### src/rtl/bw_pkg.sv
package bw_pkg;
  // Register word indices
  typedef enum logic [2:0] {
    RA_LIMIT   = 3'd0,
    RA_RELEASE = 3'd1,
    RA_ADDR_HI = 3'd2,
    RA_ADDR_LO = 3'd3,
    RA_STATUS  = 3'd4,
    RA_MASTER  = 3'd5
  } reg_idx_e;

  // Status word bit positions
  localparam int ST_VALID    = 0;
  localparam int ST_WRITE    = 1;
  localparam int ST_STRB_LSB = 2;
  localparam int STRB_W      = 4;
  localparam int ST_ABORT    = 11;
  localparam int ST_TMO      = 12;

  localparam int REG_W  = 32;
  localparam int MVEC_W = 32;
endpackage

### src/rtl/bw_rst_sync.sv
module bw_rst_sync (
  input  logic clk,
  input  logic rst_n,
  output logic rst_n_sync
);
  logic [1:0] sync_q;

  always_ff @(posedge clk or negedge rst_n) begin
    if (!rst_n) sync_q <= 2'b00;
    else        sync_q <= {sync_q[0], 1'b1};
  end

  assign rst_n_sync = sync_q[1];
endmodule

### src/rtl/bw_txn_timer.sv
module bw_txn_timer
  import bw_pkg::*;
#(
  parameter int ADDR_W = 40,
  parameter int MID_W  = 4,
  parameter int CNT_W  = 32
) (
  input  logic              clk,
  input  logic              rst_n,
  input  logic              grant,
  input  logic [ADDR_W-1:0] addr,
  input  logic              write,
  input  logic [STRB_W-1:0] strb,
  input  logic [MID_W-1:0]  mid,
  input  logic              ack,
  input  logic              abort,
  input  logic [CNT_W-1:0]  limit,
  output logic              busy,
  output logic              expire,
  output logic              abort_hit,
  output logic [ADDR_W-1:0] cur_addr,
  output logic              cur_write,
  output logic [STRB_W-1:0] cur_strb,
  output logic [MID_W-1:0]  cur_mid
);
  logic             busy_q, busy_d;
  logic [CNT_W-1:0] cnt_q, cnt_d;
  logic             cnt_en;
  logic             rsp;
  logic             at_limit;

  logic [ADDR_W-1:0] addr_q;
  logic              write_q;
  logic [STRB_W-1:0] strb_q;
  logic [MID_W-1:0]  mid_q;

  assign rsp      = ack | abort;
  assign at_limit = (cnt_q >= (limit - {{(CNT_W-1){1'b0}}, 1'b1}));

  // The response has priority over expiry in the same cycle
  always_comb begin
    expire    = busy_q & ~rsp & at_limit;
    abort_hit = busy_q & abort;
  end

  always_comb begin
    busy_d = busy_q;
    cnt_d  = cnt_q;
    cnt_en = grant | busy_q;
    if (grant) begin
      busy_d = 1'b1;
      cnt_d  = '0;
    end else if (busy_q) begin
      if (rsp || expire) busy_d = 1'b0;
      cnt_d = cnt_q + {{(CNT_W-1){1'b0}}, 1'b1};
    end
  end

  always_ff @(posedge clk or negedge rst_n) begin
    if (!rst_n) begin
      busy_q <= 1'b0;
      cnt_q  <= '0;
    end else begin
      busy_q <= busy_d;
      if (cnt_en) cnt_q <= cnt_d;
    end
  end

  always_ff @(posedge clk or negedge rst_n) begin
    if (!rst_n) begin
      addr_q  <= '0;
      write_q <= 1'b0;
      strb_q  <= '0;
      mid_q   <= '0;
    end else if (grant) begin
      addr_q  <= addr;
      write_q <= write;
      strb_q  <= strb;
      mid_q   <= mid;
    end
  end

  assign busy      = busy_q;
  assign cur_addr  = addr_q;
  assign cur_write = write_q;
  assign cur_strb  = strb_q;
  assign cur_mid   = mid_q;
endmodule

### src/rtl/bw_err_capture.sv
module bw_err_capture
  import bw_pkg::*;
#(
  parameter int ADDR_W = 40,
  parameter int MID_W  = 4
) (
  input  logic              clk,
  input  logic              rst_n,
  input  logic              tmo_evt,
  input  logic              abort_evt,
  input  logic              release_cmd,
  input  logic [ADDR_W-1:0] cur_addr,
  input  logic              cur_write,
  input  logic [STRB_W-1:0] cur_strb,
  input  logic [MID_W-1:0]  cur_mid,
  output logic              cap_valid,
  output logic              cap_tmo,
  output logic              cap_abort,
  output logic              cap_write,
  output logic [STRB_W-1:0] cap_strb,
  output logic [ADDR_W-1:0] cap_addr,
  output logic [MVEC_W-1:0] cap_master
);
  localparam int NUM_MST = 1 << MID_W;

  logic              valid_q, valid_d;
  logic              load;
  logic              tmo_q, abort_q, write_q;
  logic [STRB_W-1:0] strb_q;
  logic [ADDR_W-1:0] addr_q;
  logic [MVEC_W-1:0] master_q, master_oh;

  // One-hot master vector from the index
  for (genvar g = 0; g < MVEC_W; g++) begin : g_oh
    if (g < NUM_MST) begin : g_used
      assign master_oh[g] = (cur_mid == MID_W'(g));
    end else begin : g_unused
      assign master_oh[g] = 1'b0;
    end
  end

  // A release frees the slot for an error arriving in the same cycle
  always_comb begin
    load    = (tmo_evt | abort_evt) & (~valid_q | release_cmd);
    valid_d = valid_q;
    if (load)             valid_d = 1'b1;
    else if (release_cmd) valid_d = 1'b0;
  end

  always_ff @(posedge clk or negedge rst_n) begin
    if (!rst_n) valid_q <= 1'b0;
    else        valid_q <= valid_d;
  end

  always_ff @(posedge clk or negedge rst_n) begin
    if (!rst_n) begin
      tmo_q    <= 1'b0;
      abort_q  <= 1'b0;
      write_q  <= 1'b0;
      strb_q   <= '0;
      addr_q   <= '0;
      master_q <= '0;
    end else if (load) begin
      tmo_q    <= tmo_evt;
      abort_q  <= abort_evt & ~tmo_evt;
      write_q  <= cur_write;
      strb_q   <= cur_strb;
      addr_q   <= cur_addr;
      master_q <= master_oh;
    end
  end

  assign cap_valid  = valid_q;
  assign cap_tmo    = tmo_q;
  assign cap_abort  = abort_q;
  assign cap_write  = write_q;
  assign cap_strb   = strb_q;
  assign cap_addr   = addr_q;
  assign cap_master = master_q;
endmodule

### src/rtl/bw_regs.sv
module bw_regs
  import bw_pkg::*;
#(
  parameter int              ADDR_W  = 40,
  parameter logic [REG_W-1:0] TMO_RST = 32'd1024
) (
  input  logic              clk,
  input  logic              rst_n,
  input  logic              we,
  input  logic [2:0]        addr,
  input  logic [REG_W-1:0]  wdata,
  input  logic              cap_valid,
  input  logic              cap_tmo,
  input  logic              cap_abort,
  input  logic              cap_write,
  input  logic [STRB_W-1:0] cap_strb,
  input  logic [ADDR_W-1:0] cap_addr,
  input  logic [MVEC_W-1:0] cap_master,
  output logic [REG_W-1:0]  rdata,
  output logic [REG_W-1:0]  limit,
  output logic              release_cmd
);
  localparam int HI_W = ADDR_W - 32;

  logic [REG_W-1:0] limit_q, limit_d;
  logic             limit_en;
  logic [REG_W-1:0] status_w;
  reg_idx_e         idx;

  assign idx = reg_idx_e'(addr);

  // Zero and all-ones are not accepted as limits
  always_comb begin
    limit_en    = we && (idx == RA_LIMIT) && (wdata != '0) && (wdata != '1);
    limit_d     = wdata;
    release_cmd = we && (idx == RA_RELEASE) && wdata[0];
  end

  always_ff @(posedge clk or negedge rst_n) begin
    if (!rst_n)        limit_q <= TMO_RST;
    else if (limit_en) limit_q <= limit_d;
  end

  always_comb begin
    status_w = '0;
    if (cap_valid) begin
      status_w[ST_VALID]                     = 1'b1;
      status_w[ST_WRITE]                     = cap_write;
      status_w[ST_STRB_LSB +: STRB_W]        = cap_strb;
      status_w[ST_ABORT]                     = cap_abort;
      status_w[ST_TMO]                       = cap_tmo;
    end
  end

  always_comb begin
    unique case (idx)
      RA_LIMIT:   rdata = limit_q;
      RA_ADDR_HI: rdata = {{(REG_W-HI_W){1'b0}}, cap_addr[ADDR_W-1:32]};
      RA_ADDR_LO: rdata = cap_addr[31:0];
      RA_STATUS:  rdata = status_w;
      RA_MASTER:  rdata = cap_master;
      default:    rdata = '0;
    endcase
  end

  assign limit = limit_q;
endmodule

### src/rtl/bus_err_monitor.sv
module bus_err_monitor
  import bw_pkg::*;
#(
  parameter int               ADDR_W  = 40,
  parameter int               MID_W   = 4,
  parameter logic [REG_W-1:0] TMO_RST = 32'd1024
) (
  input  logic              clk,
  input  logic              rst_n,
  input  logic              mon_grant,
  input  logic [ADDR_W-1:0] mon_addr,
  input  logic              mon_write,
  input  logic [3:0]        mon_strb,
  input  logic [MID_W-1:0]  mon_mid,
  input  logic              tgt_ack,
  input  logic              tgt_abort,
  output logic              bus_err_resp,
  input  logic              reg_we,
  input  logic [2:0]        reg_addr,
  input  logic [31:0]       reg_wdata,
  output logic [31:0]       reg_rdata,
  output logic              irq_timeout,
  output logic              irq_abort
);
  logic              rst_n_s;
  logic              txn_busy, tmo_evt, abort_evt, release_cmd;
  logic [ADDR_W-1:0] cur_addr, cap_addr;
  logic              cur_write, cap_write;
  logic [STRB_W-1:0] cur_strb, cap_strb;
  logic [MID_W-1:0]  cur_mid;
  logic              cap_valid, cap_tmo, cap_abort;
  logic [MVEC_W-1:0] cap_master;
  logic [REG_W-1:0]  limit;

  bw_rst_sync u_rst (
    .clk        (clk),
    .rst_n      (rst_n),
    .rst_n_sync (rst_n_s)
  );

  bw_txn_timer #(.ADDR_W(ADDR_W), .MID_W(MID_W), .CNT_W(REG_W)) u_timer (
    .clk       (clk),
    .rst_n     (rst_n_s),
    .grant     (mon_grant),
    .addr      (mon_addr),
    .write     (mon_write),
    .strb      (mon_strb),
    .mid       (mon_mid),
    .ack       (tgt_ack),
    .abort     (tgt_abort),
    .limit     (limit),
    .busy      (txn_busy),
    .expire    (tmo_evt),
    .abort_hit (abort_evt),
    .cur_addr  (cur_addr),
    .cur_write (cur_write),
    .cur_strb  (cur_strb),
    .cur_mid   (cur_mid)
  );

  bw_err_capture #(.ADDR_W(ADDR_W), .MID_W(MID_W)) u_cap (
    .clk         (clk),
    .rst_n       (rst_n_s),
    .tmo_evt     (tmo_evt),
    .abort_evt   (abort_evt),
    .release_cmd (release_cmd),
    .cur_addr    (cur_addr),
    .cur_write   (cur_write),
    .cur_strb    (cur_strb),
    .cur_mid     (cur_mid),
    .cap_valid   (cap_valid),
    .cap_tmo     (cap_tmo),
    .cap_abort   (cap_abort),
    .cap_write   (cap_write),
    .cap_strb    (cap_strb),
    .cap_addr    (cap_addr),
    .cap_master  (cap_master)
  );

  bw_regs #(.ADDR_W(ADDR_W), .TMO_RST(TMO_RST)) u_regs (
    .clk         (clk),
    .rst_n       (rst_n_s),
    .we          (reg_we),
    .addr        (reg_addr),
    .wdata       (reg_wdata),
    .cap_valid   (cap_valid),
    .cap_tmo     (cap_tmo),
    .cap_abort   (cap_abort),
    .cap_write   (cap_write),
    .cap_strb    (cap_strb),
    .cap_addr    (cap_addr),
    .cap_master  (cap_master),
    .rdata       (reg_rdata),
    .limit       (limit),
    .release_cmd (release_cmd)
  );

  assign bus_err_resp = tmo_evt;
  assign irq_timeout  = cap_valid & cap_tmo;
  assign irq_abort    = cap_valid & cap_abort;
endmodule

### config.mk
export PLATFORM = sky130hd
export DESIGN_NAME = bus_err_monitor
export DESIGN_NICKNAME = d
export VERILOG_FILES = /design/src/rtl/bw_pkg.sv /design/src/rtl/bw_rst_sync.sv /design/src/rtl/bw_txn_timer.sv /design/src/rtl/bw_err_capture.sv /design/src/rtl/bw_regs.sv /design/src/rtl/bus_err_monitor.sv
export SDC_FILE = /design/constraint.sdc
export NUM_CORES = 1
export LEC_CHECK = 0
export ABC_AREA = 1
export BUFFER_PORTS_ARGS = -buffer_cell sky130_fd_sc_hd__buf_4
export CAP_MARGIN = 20
export CORE_ASPECT_RATIO = 0.7
export CORE_MARGIN = 10
export CORE_UTILIZATION = 30
export DETAILED_ROUTE_END_ITERATION = 10
export SYNTH_ARGS = -nofsm -noshare
export SYNTH_HDL_FRONTEND = slang
export SYNTH_HIERARCHICAL = 1
export SYNTH_SLANG_ARGS = --single-unit
export TNS_END_PERCENT = 30
### constraint.sdc
create_clock -name clk -period 7.85 [get_ports clk]
set_clock_uncertainty 0.05 [all_clocks]
set_input_delay 0.785 -clock clk [delete_from_list [all_inputs] [get_ports clk]]
set_output_delay 0.785 -clock clk [all_outputs]
set_load 0.03 [all_outputs]
==> out/metrics.yaml, run 1 <==
outcome: "finished clean"
power_density_mw_per_mm2: 206
fp.coreArea_mm2: 0.0346
met1_usage_pct: 21.4
ys_seq_area_share_pct: 43.0
syn-cell-area_mm2: 0.0105
num_vias: 9558
cts_max_level: 4
post-route-drc-count: 0
synth_top_area_share_pct: 42.8
root_buffer: "clkbuf_16"
pwr-share-clk_pct: 31.8
dr.pass1.iters: 6
nNetsFinal: 1691
cts_tree: "yes"
grt_busiest_layer: "met2"
register_area_mm2: 0.00451
fin_crit_sh_pct: 59.4
die_area_mm2: 0.0429
grtUsageMet3_pct: 3.93
multiInputGateArea_mm2: 0.00520
ys_top_cells_by_area: "dfrtp_1 43%, nand2_1 25%, nor2_1 5.1%"
numCtsBuffers: 17
required_ns: 7.01
chipHeight_um: 176
clkLatencyLatePin_ns: 0.44
rsz0062_at_grt: "false"
hp-class: "input pin to asynchronous set/reset pin"
cts_sinks: 180
area_delta_synth_final_pct: 17.4
place.port_buffers: 124
tns_ns: 0
fp-row-count: 57
worstReg2RegStart: "u_regs/limit[0]"
post_cts_resized: 0
slew_viol_final: 0
fillCellCount: 3691
grt_max_degree: 80
syn_avg_cell_area_um2: 7.15
drtIter0Drc: 889
fmax_ghz: 0.215
syn-instance-count: 1464
ys_ff_latch: 180
grt_pass1_vias: 9087
internal-power_uw: 1700
synth_ff_type: "dfrtp_1"
die_width_um: 243
arrival_ns: 3.82
drive_gt1_share_pct: 12.2
cp-startpoint: "u_regs/limit[0]"
fin_util_pct: 35.5
yosysUniqueCellTypes: 42
tightestPinTransition_ns: 0.981
power.leakage_uw: 0.00647
critPathKind: "register to primary output"
worst_setup_path_start_kind: "register"
hold_viol_final: 0
grt_antenna_before_repair: 2
ios: 125
grt_pass1_wl_mm: 51.1
wl_per_cell_um: 15.7
synthArstFlopShare_pct: 100
p_comb_share_pct: 20.8
post_cts_buffers: 0
p_switching_uw: 823
initial_core_util_pct: 30.3
yosysTopAreaCell: "dfrtp_1"
hpwlAfterDp_mm: 24.5
critPathCaptureType: "primary output"
netlist_top_cells_count: "685 x nand2_1, 179 x dfrtp_1, 141 x nor2_1"
wirelength_mm: 32.3
setup_viol: 0
cts_buffer_depth: 2
synth_most_common_cell: "nand2_1"
switching_share_pct: 32.6
cts_hold_buf: 0
grt-ovfl-total: 0
pwr-share-seq_pct: 47.4
slew_headroom_pct: 34.5
ant_nets: 0
clkTransAtPathRegs_ns: 0.07
met2_usage_pct: 22.1
grt.total_usage_pct: 14.9
maxCapViolCount: 0
synth_edf_count: 0
irDropWorstVdd_v: 0.000114
gp_congestion: 0.931
fin_crit_ns: 4.66
crit_fanout: 4
drt-vias-per-instance: 4.66
synth_warnings: 6
[placed cells by master, fill, tap and decap left out, types with 2 or more instances in the layout]
cell type / n
nand2_1: 685
dfrtp_1: 178
nor2_1: 141
buf_4: 130
inv_1: 103
nand4_1: 59
nand3_1: 49
ha_1: 34
a21oi_1: 24
nor3_1: 22
clkbuf_16: 17
conb_1: 17
xor2_1: 17
o21ai_0: 16
xnor2_1: 13
nand2_2: 9
a22oi_1: 8
nor2_4: 7
clkbuf_1: 4
nor2_2: 4
clkbuf_8: 3
clkinv_2: 3
inv_2: 3
nand3b_1: 3
buf_16: 3
diode_2: 2
clkinv_4: 2
nand2_4: 2
nor3_2: 2
and2_1: 2
nor4_1: 2
a21o_1: 2
[stage by stage]
step / setup slack [ns] / hold slack, ns / total power (uW) / instances / instance area, um2
final: 3.19 / 0.0578 / 2530 / 2053 / 12300
after global routing: 2.74 / 0.0374 / 2680 / 2053 / 12300
after CTS: 3.16 / 0.0293 / 2550 / 2048 / 12200
after detailed placement: 3.66 / 0.288 / 1740 / 2017 / 11700
after global placement: 3.80 / 0.284 / 1720 / 2017 / 11700
after floorplan: 2.41 / 0.281 / 1550 / 1479 / 10500
[routing by layer]
layer	up-vias	wire length (um)
met1	4478	15700
met5	-	0
li1	4773	-
met4	0	289
met2	289	14000
met3	18	2310
[power groups by stage]
stage | combinational [uW] | sequential [uW] | clock, uW
3_5_place_dp | 522 | 1210 | 0
4_1_cts | 525 | 1200 | 830
6_report | 526 | 1200 | 804
3_3_place_gp | 511 | 1210 | 0
5_1_grt | 601 | 1220 | 862
2_1_floorplan | 366 | 1180 | 0
[sequential cells by signal, indices dropped and copies added, names as in the netlist]
signal,cells
u_cap/cap_strb,4
u_cap/cap_addr,40
u_regs/limit,32
u_timer/cnt_q,32
u_timer/cur_strb,4
u_cap/cap_abort,1
u_rst/sync_q,2
u_timer/cur_addr,40
u_cap/cap_write,1
u_timer/busy,1
u_timer/cur_write,1
u_timer/cur_mid,4
u_cap/cap_valid,1
u_cap/cap_master,16
u_cap/cap_tmo,1
[path summary, 6_finish.rpt]
check / to / slack, ns / cells after the start
min in group clk: u_rst/sync_q[1] / 0.30 / 0
max: bus_err_resp / 3.19 / 17
min reg2reg: u_rst/sync_q[1] / 0.30 / 0
max in group asynchronous: u_regs/limit[10] / 5.66 / 3
min: u_rst/sync_q[1] / 0.06 / 1
max reg2reg: u_cap/cap_addr[13] / 3.63 / 21
[critical path, cell delays in order, from the launching register on]
cell and delay, ns:
dfrtp_1 0.40, inv_1 0.11, ha_1 0.19, nand2_1 0.16, nor3_1 0.49, nand2_1 0.13
xnor2_1 0.16, inv_1 0.06, ha_1 0.27, nand2_1 0.06, nor2_1 0.14, nand2_1 0.09
nor2_1 0.11, nor2_1 0.05, nand2_1 0.07, nand2_1 0.06, a21boi_0 0.54, buf_4 0.29
[final cells by class]
cell class | instances | area share [%]
Antenna cell | 2 | 0.0407
Clock buffer | 24 | 3.92
Clock inverter | 7 | 0.397
Inverter | 106 | 3.24
Multi-Input combinational cell | 1129 | 42.3
Sequential cell | 180 | 36.7
Tap cell | 472 | 4.81
Timing Repair Buffer | 133 | 8.61
[cell families after synthesis]
logic type	synth area share (%)
AOI/OAI and AO/OA	3.01
xor gates and xnor gates	2.51
adders and majority gates	4.06
buffers and inverters	7.84
DFF	43.0
other	0.0717
and+or+nand+nor	39.5
Note: power is estimated with default switching activity, not from simulation.
==> run 2: changes to the inputs <==
==> constraint.sdc (replaced) <==
create_clock -name clk -period 4.11 [get_ports clk]
set_clock_uncertainty 0.05 [all_clocks]
set_input_delay 0.411 -clock clk [delete_from_list [all_inputs] [get_ports clk]]
set_output_delay 0.411 -clock clk [all_outputs]
set_load 0.03 [all_outputs]
==> run 2 against run 1 <==
Sequential cell count unchanged. Via count about the same. Sequential share of layout area shrank 0.19 points. Power rose by 95%. Final cell count unchanged. Global-route usage shrank 0.059 points. Critical endpoint unchanged. Die area is the same. Highest routed layer unchanged. Largest power group unchanged.
==> out/metrics.yaml, run 2 (synthesis gave the netlist of run 1 again) <==
fillCellCount: 3678
grt_antenna_before_repair: 1
die_area_mm2: 0.0429
grt_pass1_vias: 9114
hp-class: "input pin to register"
num_vias: 9553
cts_buffer_depth: 2
met1_usage_pct: 21.3
power_density_mw_per_mm2: 400
drive_gt1_share_pct: 13.0
drt-vias-per-instance: 4.65
crit_fanout: 5
power.leakage_uw: 0.00650
maxCapViolCount: 0
ant_nets: 0
grtUsageMet3_pct: 4.95
tightestPinTransition_ns: 1.05
nNetsFinal: 1691
rsz0062_at_grt: "false"
setup_viol: 0
root_buffer: "clkbuf_16"
fp.coreArea_mm2: 0.0346
slew_viol_final: 0
slew_headroom_pct: 30.2
grt.total_usage_pct: 14.9
wirelength_mm: 31.7
drtIter0Drc: 909
grt_busiest_layer: "met2"
hold_viol_final: 0
mostFrequentLayoutCells: "684 x nand2_1, 177 x dfrtp_1, 138 x nor2_1"
cts_sinks: 180
ios: 125
chipHeight_um: 176
numCtsBuffers: 17
fp-row-count: 57
met2_usage_pct: 21.5
hpwlAfterDp_mm: 24.1
required_ns: 3.65
clkLatencyLatePin_ns: 0.45
die_width_um: 243
cts_tree: "yes"
initial_core_util_pct: 30.3
dr.pass1.iters: 5
post-route-drc-count: 0
critPathKind: "register to primary output"
clkTransAtPathRegs_ns: 0.08
post_cts_buffers: 0
grt_max_degree: 83
grt-ovfl-total: 0
area_delta_synth_final_pct: 18.0
hold_ws_ns: 0.103
fmax_ghz: 0.261
fin_crit_ns: 3.83
cts_max_level: 4
worst_setup_path_start_kind: "register"
fin_crit_sh_pct: 93.1
gp_congestion: 0.934
critPathCaptureType: "primary output"
arrival_ns: 3.37
tns_ns: 0
grt_pass1_wl_mm: 50.5
wl_per_cell_um: 15.5
place.port_buffers: 124
layout_commonest_cell: "nand2_1"
multiInputGateArea_mm2: 0.00524
register_area_mm2: 0.00451
outcome: "finished clean"
irDropWorstVdd_v: 0.000274
run 2: per-stage QoR:
step           util (%)  total power, uW  std cells  setup slack (ns)  cell area (um2)
4_1_cts            35.6             4980       2052            0.0581            12300
3_5_place_dp       33.9             3310       2019             0.478            11700
6_report           35.7             4940       2053             0.282            12400
5_1_grt            35.7             5250       2053            0.0106            12400
2_1_floorplan         -             2950       1479             0.342            10500
3_3_place_gp       33.9             3290       2019             0.482            11700
run 2: path summary, 6_finish.rpt:
path / endpoint / startpoint / slack [ns] / cells past startpoint
max reg2reg: u_cap/cap_strb[0] / u_regs/limit[0] / 0.57 / 24
max: bus_err_resp / u_regs/limit[0] / 0.28 / 16
min in group asynchronous: u_rst/sync_q[1] / rst_n / 0.23 / 2
min: u_timer/cur_mid[2] / mon_mid[2] / 0.10 / 3
min reg2reg: u_timer/cnt_q[1] / u_rst/sync_q[1] / 0.29 / 0
max in group asynchronous: u_regs/limit[4] / u_rst/sync_q[1] / 2.54 / 1
run 2: timing repair:
item,CTS,global route
hold buffers,1,0
setup endpoints to repair,0,1
endpoints found under the hold margin,2,0
resized for setup,0,11
run 2: worst max-delay path, stage by stage (launching register included):
cell and delay, ns:
dfrtp_1 0.41, inv_1 0.11, ha_1 0.21, nand2_2 0.14, nor2_4 0.19, nand4_1 0.23
xnor2_1 0.20, inv_1 0.06, ha_1 0.27, nand2_1 0.06, nor2_1 0.16, nand4_1 0.13
nor2_1 0.15, nand2_1 0.08, a21boi_0 0.16, buf_4 0.17, buf_4 0.18
run 2: power breakdown:
| part | leakage, uW | internal [uW] | switching [uW] |
|---|---|---|---|
| Combinational | 0.00390 | 391 | 619 |
| Clock | 0.000287 | 869 | 777 |
| Sequential | 0.00231 | 2040 | 241 |
run 2: final cells by class:
type                       instances  share of cell area [%]
multi-input combinational       1129                    42.4
clock inverter                    14                    1.12
clock buffer                      18                    3.55
antenna                            1                  0.0203
inverter                         106                    3.22
sequential                       180                    36.5
timing repair buffer             133                    8.40
tap                              472                    4.78
run 2: layer usage:
layer  up-vias  wire length, um  share of wire [%]
met5         -                0                  0
met4         0              191               0.60
met1      4473            15400                 48
li1       4764                -                  -
met3        14             2670                8.4
met2       302            13500                 42
==> run 3: changes to the inputs <==
--- a/config.mk
+++ b/config.mk
@@ -5,7 +5,6 @@
 export SDC_FILE = /design/constraint.sdc
 export NUM_CORES = 1
 export LEC_CHECK = 0
-export ABC_AREA = 1
 export BUFFER_PORTS_ARGS = -buffer_cell sky130_fd_sc_hd__buf_4
 export CAP_MARGIN = 20
 export CORE_ASPECT_RATIO = 0.7
==> run 3 against run 2 <==
The flow now finishes with violations (setup timing). Register-to-register slack worse by 0.88 ns. Power grew 12%. Via count shrank 23%. Area after synthesis shrank 5.3%. Non-clock buffer count rose by 74. First-iteration DRC count is 46% lower. Fmax shrank 13%. Clock power rose by 4%. Global-route usage is 1.3 points lower. Sequential cell count unchanged. Die area shrank 4.8%.
==> out/metrics.yaml, run 3 <==
outcome: "complete, but fails checks"
violations: "setup timing"
drt-vias-per-instance: 4.96
gp_congestion: 0.797
hold_viol_final: 0
preCtsSetupSlack_ns: -0.437
ant_nets: 0
grt_pass1_vias: 7410
irDropWorstVdd_v: 0.000296
place.port_buffers: 124
synth_edf_count: 0
netlist_top_cells_count: "179 x dfrtp_1, 70 x mux2_4, 57 x mux2_2"
required_ns: 4.38
power_density_mw_per_mm2: 437
power.leakage_uw: 0.00559
mostFrequentLayoutCells: "190 x buf_4, 178 x dfrtp_1, 75 x mux2_4"
ios: 125
yosysUniqueCellTypes: 61
grt-ovfl-total: 0
worst_setup_path_start_kind: "register"
synth_most_common_cell: "dfrtp_1"
fp-row-count: 55
fp.coreArea_mm2: 0.0325
cp-startpoint: "u_regs/limit[0]"
maxCapViolCount: 0
fmax_ghz: 0.226
synthMuxAreaShare_pct: 17.9
rrSetupSlack_ns: -0.31
fin_ws_ns: -0.307
synth_ff_type: "dfrtp_1"
rr_endpoint: "u_cap/cap_addr[24]"
post-route-drc-count: 0
syn_avg_cell_area_um2: 11.7
setup_viol: 62
arrival_ns: 4.69
layout_commonest_cell: "buf_4"
synth_top_area_share_pct: 45.2
fin_crit_ns: 4.42
clkTransAtPathRegs_ns: 0.07
cts_sinks: 180
ys_top_cells_by_area: "dfrtp_1 45%, mux2_4 11%, mux2_2 6.5%"
wl_per_cell_um: 19.0
syn-cell-area_mm2: 0.00992
synthArstFlopShare_pct: 100
fin_crit_sh_pct: 107
ys_ff_latch: 180
die_width_um: 237
drive_gt1_share_pct: 39.2
grt_pass1_wl_mm: 43.3
dr.pass1.iters: 6
nNetsFinal: 1157
grt_max_degree: 83
slew_viol_final: 0
synth-compound-area-share_pct: 9.05
clkLatencyLatePin_ns: 0.45
area_delta_synth_final_pct: 27.6
critPathCaptureType: "register"
drtIter0Drc: 493
fillCellCount: 3156
grt_antenna_before_repair: 1
tightestPinTransition_ns: 1.11
chipHeight_um: 172
synth_warnings: 6
root_buffer: "clkbuf_16"
hp-class: "input pin to register"
worstReg2RegStart: "u_regs/limit[0]"
yosys.area_share.xor_xnor_pct: 5.03
initial_core_util_pct: 30.5
wirelength_mm: 27.9
cts_max_level: 4
rsz0062_at_grt: "true"
grt.total_usage_pct: 13.6
total_power_uw: 5530
numCtsBuffers: 17
crit_end: "u_cap/cap_addr[24]"
die_area_mm2: 0.0408
ys_seq_area_share_pct: 45.4
synthAdderAreaFrac_pct: 4.29
num_vias: 7309
syn-instance-count: 846
rr_worst_depth: 20
synth_top_family_by_area: "multiplexers"
cts_buffer_depth: 2
slew_headroom_pct: 25.3
hpwlAfterDp_mm: 20.4
yosysTopAreaCell: "dfrtp_1"
cts_tree: "yes"
critPathKind: "register to register"
synth-simple-area-share_pct: 14.1
crit_fanout: 6
## run 3: cell count changes in the layout (fill, tap and decap cells not counted), sizes merged, moves of 16 or more
cell   change
nor2     -102
buf       +73
o21ai     +37
nand3     -32
nand2    -641
mux2     +127
inv      -103
nor4      +18
nand4     -28
xnor2     +16
a22oi     +19
## run 3: through the flow
step / cells / hold WS, ns / util (%) / setup TNS (ns) / cell area [um2]
after global routing: 1474 / 0.111 / 39.0 / -22.43 / 12700
final: 1474 / 0.146 / 39.0 / -13.53 / 12700
after detailed placement: 1422 / 0.145 / 35.6 / -23.76 / 11600
after CTS: 1468 / 0.121 / 38.7 / -11.55 / 12600
after floorplan: 861 / 0.0654 / - / -34.73 / 9970
after global placement: 1422 / 0.144 / 35.6 / -24.02 / 11600
## run 3: layout make-up
| cell class | count | area, um2 | share of cell area [%] |
|---|---|---|---|
| Inverter | 8 | 30.0 | 0.237 |
| Antenna cell | 1 | 2.50 | 0.0198 |
| Clock buffer | 20 | 457 | 3.61 |
| Clock inverter | 12 | 153 | 1.21 |
| Timing Repair Buffer | 207 | 1750 | 13.8 |
| Multi-Input combinational cell | 619 | 5220 | 41.2 |
| Sequential cell | 180 | 4510 | 35.6 |
| Tap cell | 427 | 534 | 4.22 |
## run 3: how the worst min path moves through the flow
stage,start,to,slack (ns),cells after the start
4_1_cts,mon_addr[0],u_timer/cur_addr[0],0.12,2
3_5_place_dp,rst_n,u_rst/sync_q[0],0.14,1
5_1_grt,mon_strb[0],u_timer/cur_strb[0],0.11,2
2_1_floorplan,rst_n,u_rst/sync_q[0],0.07,0
3_3_place_gp,rst_n,u_rst/sync_q[0],0.14,1
6_report,mon_addr[0],u_timer/cur_addr[0],0.15,2
## run 3: layer usage
metal | vias up | track usage [%] | wire, um
li1 | 3454 | - | -
met1 | 3672 | 18.5 | 13400
met2 | 172 | 20.7 | 12400
met3 | 11 | 4.63 | 1970
met4 | 0 | 2.72 | 189
met5 | - | 0 | 0
## run 3: cells by family (layout without fill, tap and decap cells)
kind of cell               count (synthesis)  count (layout)
DFF                                      180             180
adders and majority gates                 34              34
muxes                                    135             135
and+or+nand+nor                          237             237
buffers and inverters                     62             247
xor gates and xnor gates                  57              57
other                                      2              18
AOI/OAI and AO/OA                        139             139
## run 3: report_power, final
group	switching (uW)	internal (uW)
clock	723	991
combinational	663	818
sequential	236	2100
total	1620	3910
## run 3: repair_timing
item / CTS / global route
endpoints found under the hold margin: 2 / 0
gates cloned: 4 / 1
gates resized for setup: 41 / 3
pin swaps: 9 / 6
hold buffers: 1 / 0
setup endpoints to repair: 62 / 63
setup buffers: 9 / 3
## run 3: critical path: stages, from the launching register on
cell,delay [ns]
dfrtp_1,0.40
buf_6,0.12
or4_4,0.44
nor3b_4,0.25
buf_6,0.14
nand3_4,0.14
nor3_4,0.16
xnor2_1,0.09
ha_1,0.30
nand4_1,0.13
or4_4,0.58
a21oi_4,0.16
nor3_4,0.06
a21oi_1,0.14
buf_4,0.14
buf_4,0.11
nor2_4,0.04
nor2_8,0.24
buf_4,0.17
buf_12,0.13
mux2_4,0.30
